===== src/rtl/port_collision_arbiter_pkg.sv =====
package port_collision_arbiter_pkg;
   typedef enum logic [1:0] {
      OWN_NONE  = 2'd0,
      OWN_LEFT  = 2'd1,
      OWN_RIGHT = 2'd2
   } owner_t;
endpackage


===== src/rtl/pca_arrival_track.sv =====
// Remembers last cycle's select and address of one port; reports whether
// the current selection was already in place a cycle earlier.
module pca_arrival_track #(
   parameter int ADDR_W = 11
) (
   input  logic              clk,
   input  logic              rst,
   input  logic              sel,
   input  logic [ADDR_W-1:0] addr,
   output logic              held
);
   logic              sel_q;
   logic [ADDR_W-1:0] addr_q;

   always_ff @(posedge clk) begin
      if (rst) begin
         sel_q  <= 1'b0;
         addr_q <= '0;
      end else begin
         sel_q  <= sel;
         addr_q <= addr;
      end
   end

   assign held = sel && sel_q && (addr == addr_q);
endmodule


===== src/rtl/pca_match.sv =====
module pca_match #(
   parameter int ADDR_W = 11
) (
   input  logic              sel_l,
   input  logic [ADDR_W-1:0] addr_l,
   input  logic              sel_r,
   input  logic [ADDR_W-1:0] addr_r,
   output logic              hit
);
   assign hit = sel_l && sel_r && (addr_l == addr_r);
endmodule


===== src/rtl/pca_owner.sv =====
// Picks the grant holder; keeps it while both sides hold the same match.
module pca_owner
   import port_collision_arbiter_pkg::*;
#(
   parameter bit TIE_LEFT = 1'b1
) (
   input  logic   clk,
   input  logic   rst,
   input  logic   hit,
   input  logic   held_l,
   input  logic   held_r,
   output owner_t grant
);
   owner_t tie_side;
   owner_t grant_q;

   generate
      if (TIE_LEFT) begin : g_tie_left
         assign tie_side = OWN_LEFT;
      end else begin : g_tie_right
         assign tie_side = OWN_RIGHT;
      end
   endgenerate

   always_comb begin
      if (!hit)
         grant = OWN_NONE;
      else if (held_l && held_r && grant_q != OWN_NONE)
         grant = grant_q;
      else if (held_l && !held_r)
         grant = OWN_LEFT;
      else if (held_r && !held_l)
         grant = OWN_RIGHT;
      else
         grant = tie_side;
   end

   always_ff @(posedge clk) begin
      if (rst) grant_q <= OWN_NONE;
      else     grant_q <= grant;
   end
endmodule


===== src/rtl/port_collision_arbiter.sv =====
module port_collision_arbiter
   import port_collision_arbiter_pkg::*;
#(
   parameter int ADDR_W   = 11,
   parameter bit TIE_LEFT = 1'b1
) (
   input  logic              clk,
   input  logic              rst,
   input  logic              sel_l,
   input  logic [ADDR_W-1:0] addr_l,
   input  logic              sel_r,
   input  logic [ADDR_W-1:0] addr_r,
   output logic              busy_l_n,
   output logic              busy_r_n
);
   generate
      if (ADDR_W < 1) begin : g_bad_width
         $error("port_collision_arbiter: ADDR_W must be at least 1");
      end
   endgenerate

   logic   held_l, held_r, hit;
   owner_t grant;

   pca_arrival_track #(.ADDR_W(ADDR_W)) u_trk_l (
      .clk(clk), .rst(rst), .sel(sel_l), .addr(addr_l), .held(held_l));
   pca_arrival_track #(.ADDR_W(ADDR_W)) u_trk_r (
      .clk(clk), .rst(rst), .sel(sel_r), .addr(addr_r), .held(held_r));

   pca_match #(.ADDR_W(ADDR_W)) u_match (
      .sel_l(sel_l), .addr_l(addr_l), .sel_r(sel_r), .addr_r(addr_r), .hit(hit));

   pca_owner #(.TIE_LEFT(TIE_LEFT)) u_owner (
      .clk(clk), .rst(rst), .hit(hit), .held_l(held_l), .held_r(held_r),
      .grant(grant));

   // Push-pull outputs: always driven, idle high during reset.
   assign busy_l_n = rst || (grant != OWN_RIGHT);
   assign busy_r_n = rst || (grant != OWN_LEFT);
endmodule


===== config.mk =====
export PLATFORM = sky130hd
export DESIGN_NAME = port_collision_arbiter
export DESIGN_NICKNAME = d
export VERILOG_FILES = /design/src/rtl/port_collision_arbiter_pkg.sv /design/src/rtl/pca_arrival_track.sv /design/src/rtl/pca_match.sv /design/src/rtl/pca_owner.sv /design/src/rtl/port_collision_arbiter.sv
export SDC_FILE = /design/constraint.sdc
export NUM_CORES = 1
export LEC_CHECK = 0
export BUFFER_PORTS_ARGS = -buffer_cell sky130_fd_sc_hd__buf_4
export CORE_UTILIZATION = 58
export CTS_BUF_LIST = sky130_fd_sc_hd__clkbuf_4 sky130_fd_sc_hd__clkbuf_8
export DETAILED_ROUTE_END_ITERATION = 10
export GPL_TIMING_DRIVEN = 0
export PLACE_DENSITY = 0.86
export SLEW_MARGIN = 40
export SYNTH_ARGS = -nofsm -noshare
export SYNTH_HDL_FRONTEND = slang
export SYNTH_SLANG_ARGS = --single-unit

===== constraint.sdc =====
create_clock -name clk -period 2.3 [get_ports clk]
set_input_delay 0 -clock clk [delete_from_list [all_inputs] [get_ports clk]]
set_output_delay 0 -clock clk [all_outputs]
set_load 0.01 [all_outputs]

==> results <==
- The number of detailed-route iterations in the first pass is 4.
- The final clock period utilization by the worst path is 95.8%.
- Wires add up to 3.54 mm.
- By instance count, the cell type seen most on the critical path is sky130_fd_sc_hd__buf_4.
- The count of buffers added on input and output ports is 27.
- The library cell contributing the largest single delay on the critical path is sky130_fd_sc_hd__nor4_1.
- The highest achievable clock rate is 454 MHz.
- The count of final max-slew check failures is 0.
- Across the run, the number of max-cap violations was 0.
- For the worst-skew pair, the clock arrives at the later sink with an insertion delay of 0.33 ns.
- The worst pin sits at a relative slew slack of 57.0%.
- The antenna diode count is 0.
- The flow ran to the end, and the final reports show no timing, DRC or antenna violations.
- The detailed router finished its first iteration with 40 violations.
- Across the VDD grid, the largest voltage drop is 0.000522 V.
- The final routed DRC violation total is 0.
- The reg2reg setup slack is 0.72 ns.
- Of all cell types, the one taking the most synthesized area is sky130_fd_sc_hd__dfxtp_1.
- The worst setup path is of the in2out kind.
- The synthesized netlist devotes 3.16% of its cell area to compound gates.
- The worst hold path begins at sel_r.
- Counting I/O delays and the setup requirement, the final critical path takes 2.20 ns.
- The number of nets in the layout is 196.
- The setup-violating endpoint count in the final report is 0.
- The ratio of routed vias to standard cells is 5.70.
- The number of instances on the worst hold path is 5.
- The worst flop-to-flop path endpoint is u_owner.grant_q[1].
- For the worst setup path, the data required time is 2.30 ns.
- The fraction of met2 tracks used by global routing is 65.3%.
- The die covers 2160 um^2.
- The top flip-flop cell by instance count after synthesis is sky130_fd_sc_hd__dfxtp_1.
- Ranked by total cell area, the synthesized netlist is headed by sky130_fd_sc_hd__dfxtp_1 (45%), sky130_fd_sc_hd__xor2_1 (14%), sky130_fd_sc_hd__nor2b_1 (14%).
- The clock slew seen by the registers of the worst setup and hold paths is 0.13 ns.
- In this run, synthesis produced a sequential element count of 26.
- The static leakage power is 0.700 nW.
- Global routing used 6.27% of the available met3 tracks.
- The netlist uses 19 different library cells.
- The met1 track utilization from global routing is 34.7%.
- After clock tree synthesis, the repair step resized 0 gates.
- The post-synthesis adder-cell area fraction is 0%.
- In the final routed layout, each cell accounts on average for 18.3 um.
- The startpoint identified for the worst register-to-register timing path is u_trk_r.addr_q[1].
- The cell area that synthesis handed to floorplanning was 1150 um^2.
- The total number of clock tree sinks is 26.
- The final worst clock skew is 0.00218 ns.
- The final-layout worst hold slack is 0.171 ns.
- The critical path data arrival time is 2.20 ns.
- The overall fraction of global-route tracks in use is 35.5%.
- The number of vias after detailed routing is 1101.
- The floorplan has 15 rows.
- The busiest layer in global routing is met2.
- The post-synthesis net count is 139.
- During I/O placement, the number of pins put on the boundary was 28.
- Synthesis produced 113 cells.
- The area share of the largest cell type after synthesis is 45.3%.
- The die span in x is 46.5 um.
- Routability-driven placement finished with a final weighted congestion of 0.748.
- TritonCTS built the clock tree.
- The area growth from synthesis to layout is 44.1%.
- The number of CTS-inserted buffers is 3.
- The floorplan step set the die height to 46.5 um.
- The post-route antenna net violation count is 0.
- The total count of hold-check failures in the final report is 0.
- After routing, the total negative slack on setup checks comes to 0 ns.
- Power spread over the standard cell area amounts to 519 nW/um^2.
- The path with the worst hold slack has its endpoint at u_owner.grant_q[1].
- Averaged over all synthesized cells, the footprint is 10.2 um^2.
- The critical path startpoint category is an input pin.
- The initial core utilization is 64.5%.
- The synthesized design contains 0 enable-type register cells.
- The buffer count from post-CTS setup fixing is 0.
- The critical path goes through dlygate4sd3_1 -> buf_4 -> xor2_1 -> nor4_1 -> nand3_1 -> o21ai_0 -> buf_4.
- The count of cells along the worst register-to-register path is 4.
- The path class of the tightest hold or removal check is in2reg.
- In the synthesized netlist, mux cells make up 0% of the area.
- The share of synthesized flip-flops with an asynchronous set or reset is 0%.
- At the pin with the least slew margin, the transition time is 0.629 ns.
- For this run, the number of Yosys warnings is 0.
- After global routing the overflow that remains totals 0.
- The number of buffers on the longest clock path is 2.
- Sequential cells were found to cover 45.3% of the synthesized design area.
- The synthesized-area fraction occupied by xor and xnor cells is 22.9%.
- In this design, the stage delay of the slowest critical-path cell is 0.55 ns.
- Entering global routing, the biggest net connects 14 pins.
- The simple-gate share of the synthesized area is 27.4%.
- The ratio of cells with drive above 1 in the final layout is 21.4%.
- The first-pass GRT wire length is 5.11 mm.
- The detailed placement HPWL is 1.76 mm.
- The largest family of logic cells by synthesized area is simple AND/OR/NAND/NOR gates.
- The via count of the first global-routing pass is 1160.
- In this run the clock root is driven by a sky130_fd_sc_hd__clkbuf_4.
- Setup repair after global routing left no endpoint under its margin.
- The floorplan step defined a core boundary enclosing 1780 um^2.
- The count of H-tree levels built during CTS is 1.
- The capturing element type of the critical path is an output pin.
- The number of antenna violations at the first check in global routing is 0.
- The maximum net fanout on the critical path is 3.
## cells in the mapped netlist, drive strengths merged, types with 2 or more instances
| library cell | n |
|---|---|
| nor2b | 26 |
| dfxtp | 26 |
| nand4 | 3 |
| xor2 | 19 |
| inv | 2 |
| clkbuf | 2 |
| and2b | 3 |
| nand2 | 3 |
| xnor2 | 11 |
| nand3 | 3 |
| nor4 | 6 |
| a2111oi | 3 |
## what timing repair did
action	in CTS	in global routing
endpoints found under the hold margin	24	0
hold buffers	25	0
setup endpoints to repair	0	0
## report_power, final
| part | switching, mW | internal [mW] | total (mW) | leakage (nW) |
|---|---|---|---|---|
| clock network | 0.135 | 0.0616 | 0.196 | 0.0138 |
| logic | 0.0788 | 0.101 | 0.180 | 0.470 |
| registers | 0.0116 | 0.473 | 0.485 | 0.216 |
| total | 0.225 | 0.636 | 0.861 | 0.700 |
## stage by stage
step	cells	setup slack, ns	util [%]	power, mW	area [um^2]
3_3_place_gp	165	0.865	77.6	0.620	1380
3_5_place_dp	165	0.769	77.6	0.625	1380
5_1_grt	193	0.171	92.9	0.886	1660
4_1_cts	193	0.324	92.9	0.844	1660
6_report	193	0.0965	92.9	0.861	1660
2_1_floorplan	113	1.11	-	0.559	1150
## flip-flops by register name, indices dropped and copies added (netlist names)
register	count
u_trk_r.addr_q	11
u_trk_r.sel_q	1
u_trk_l.addr_q	11
u_owner.grant_q	2
u_trk_l.sel_q	1
## critical path, delay by kind of cell
kind            cells  cell delay [ns]
buf+inv             3             0.88
simple gates        2             0.83
compound gates      1             0.33
xor+xnor            1             0.17
## final cells by class
type                    instances  area, um^2
plain buffers                   2        7.51
well taps                      25        31.3
multi-input cells              83         614
clock buffers                   3        22.5
inverters                       2        7.51
fillers                        57         126
flip-flops and latches         26         520
repair buffers                 52         453
## layout by cell type, fill, tap and decap left out, types with 2 or more instances in the layout
cell type                       count
sky130_fd_sc_hd__nor2b_1           25
sky130_fd_sc_hd__xnor2_1           11
sky130_fd_sc_hd__clkbuf_4           3
sky130_fd_sc_hd__nand2_1            3
sky130_fd_sc_hd__dlygate4sd3_1     25
sky130_fd_sc_hd__dfxtp_1           26
sky130_fd_sc_hd__nor4_1             6
sky130_fd_sc_hd__nand4_1            3
sky130_fd_sc_hd__nand3_1            3
sky130_fd_sc_hd__clkbuf_1           2
sky130_fd_sc_hd__a2111oi_0          3
sky130_fd_sc_hd__buf_4             27
sky130_fd_sc_hd__and2b_2            3
sky130_fd_sc_hd__xor2_1            19
sky130_fd_sc_hd__inv_1              2
## how the worst max path moves through the flow
stage	from	end	slack, ns	depth (start not counted)
after CTS	addr_l[0]	busy_r_n	0.32	7
after global placement	u_trk_l.addr_q[0]	busy_r_n	0.86	5
after global routing	addr_l[0]	busy_r_n	0.17	7
after detailed placement	u_trk_l.addr_q[0]	busy_r_n	0.77	5
after floorplan	u_trk_r.addr_q[7]	busy_r_n	1.11	4
final	addr_r[1]	busy_r_n	0.1	7
## metal layers
layer | vias up | share of wire (%)
met5 | - | 0
met1 | 515 | 36
met4 | 0 | 7.3
met3 | 30 | 6.2
li1 | 486 | -
met2 | 70 | 51
## logic make-up after synthesis
group | after synthesis
compound gates | 5
xor+xnor | 30
buf+inv | 4
flops | 26
simple gates | 48
No activity file was read; power rests on OpenSTA's default activity.
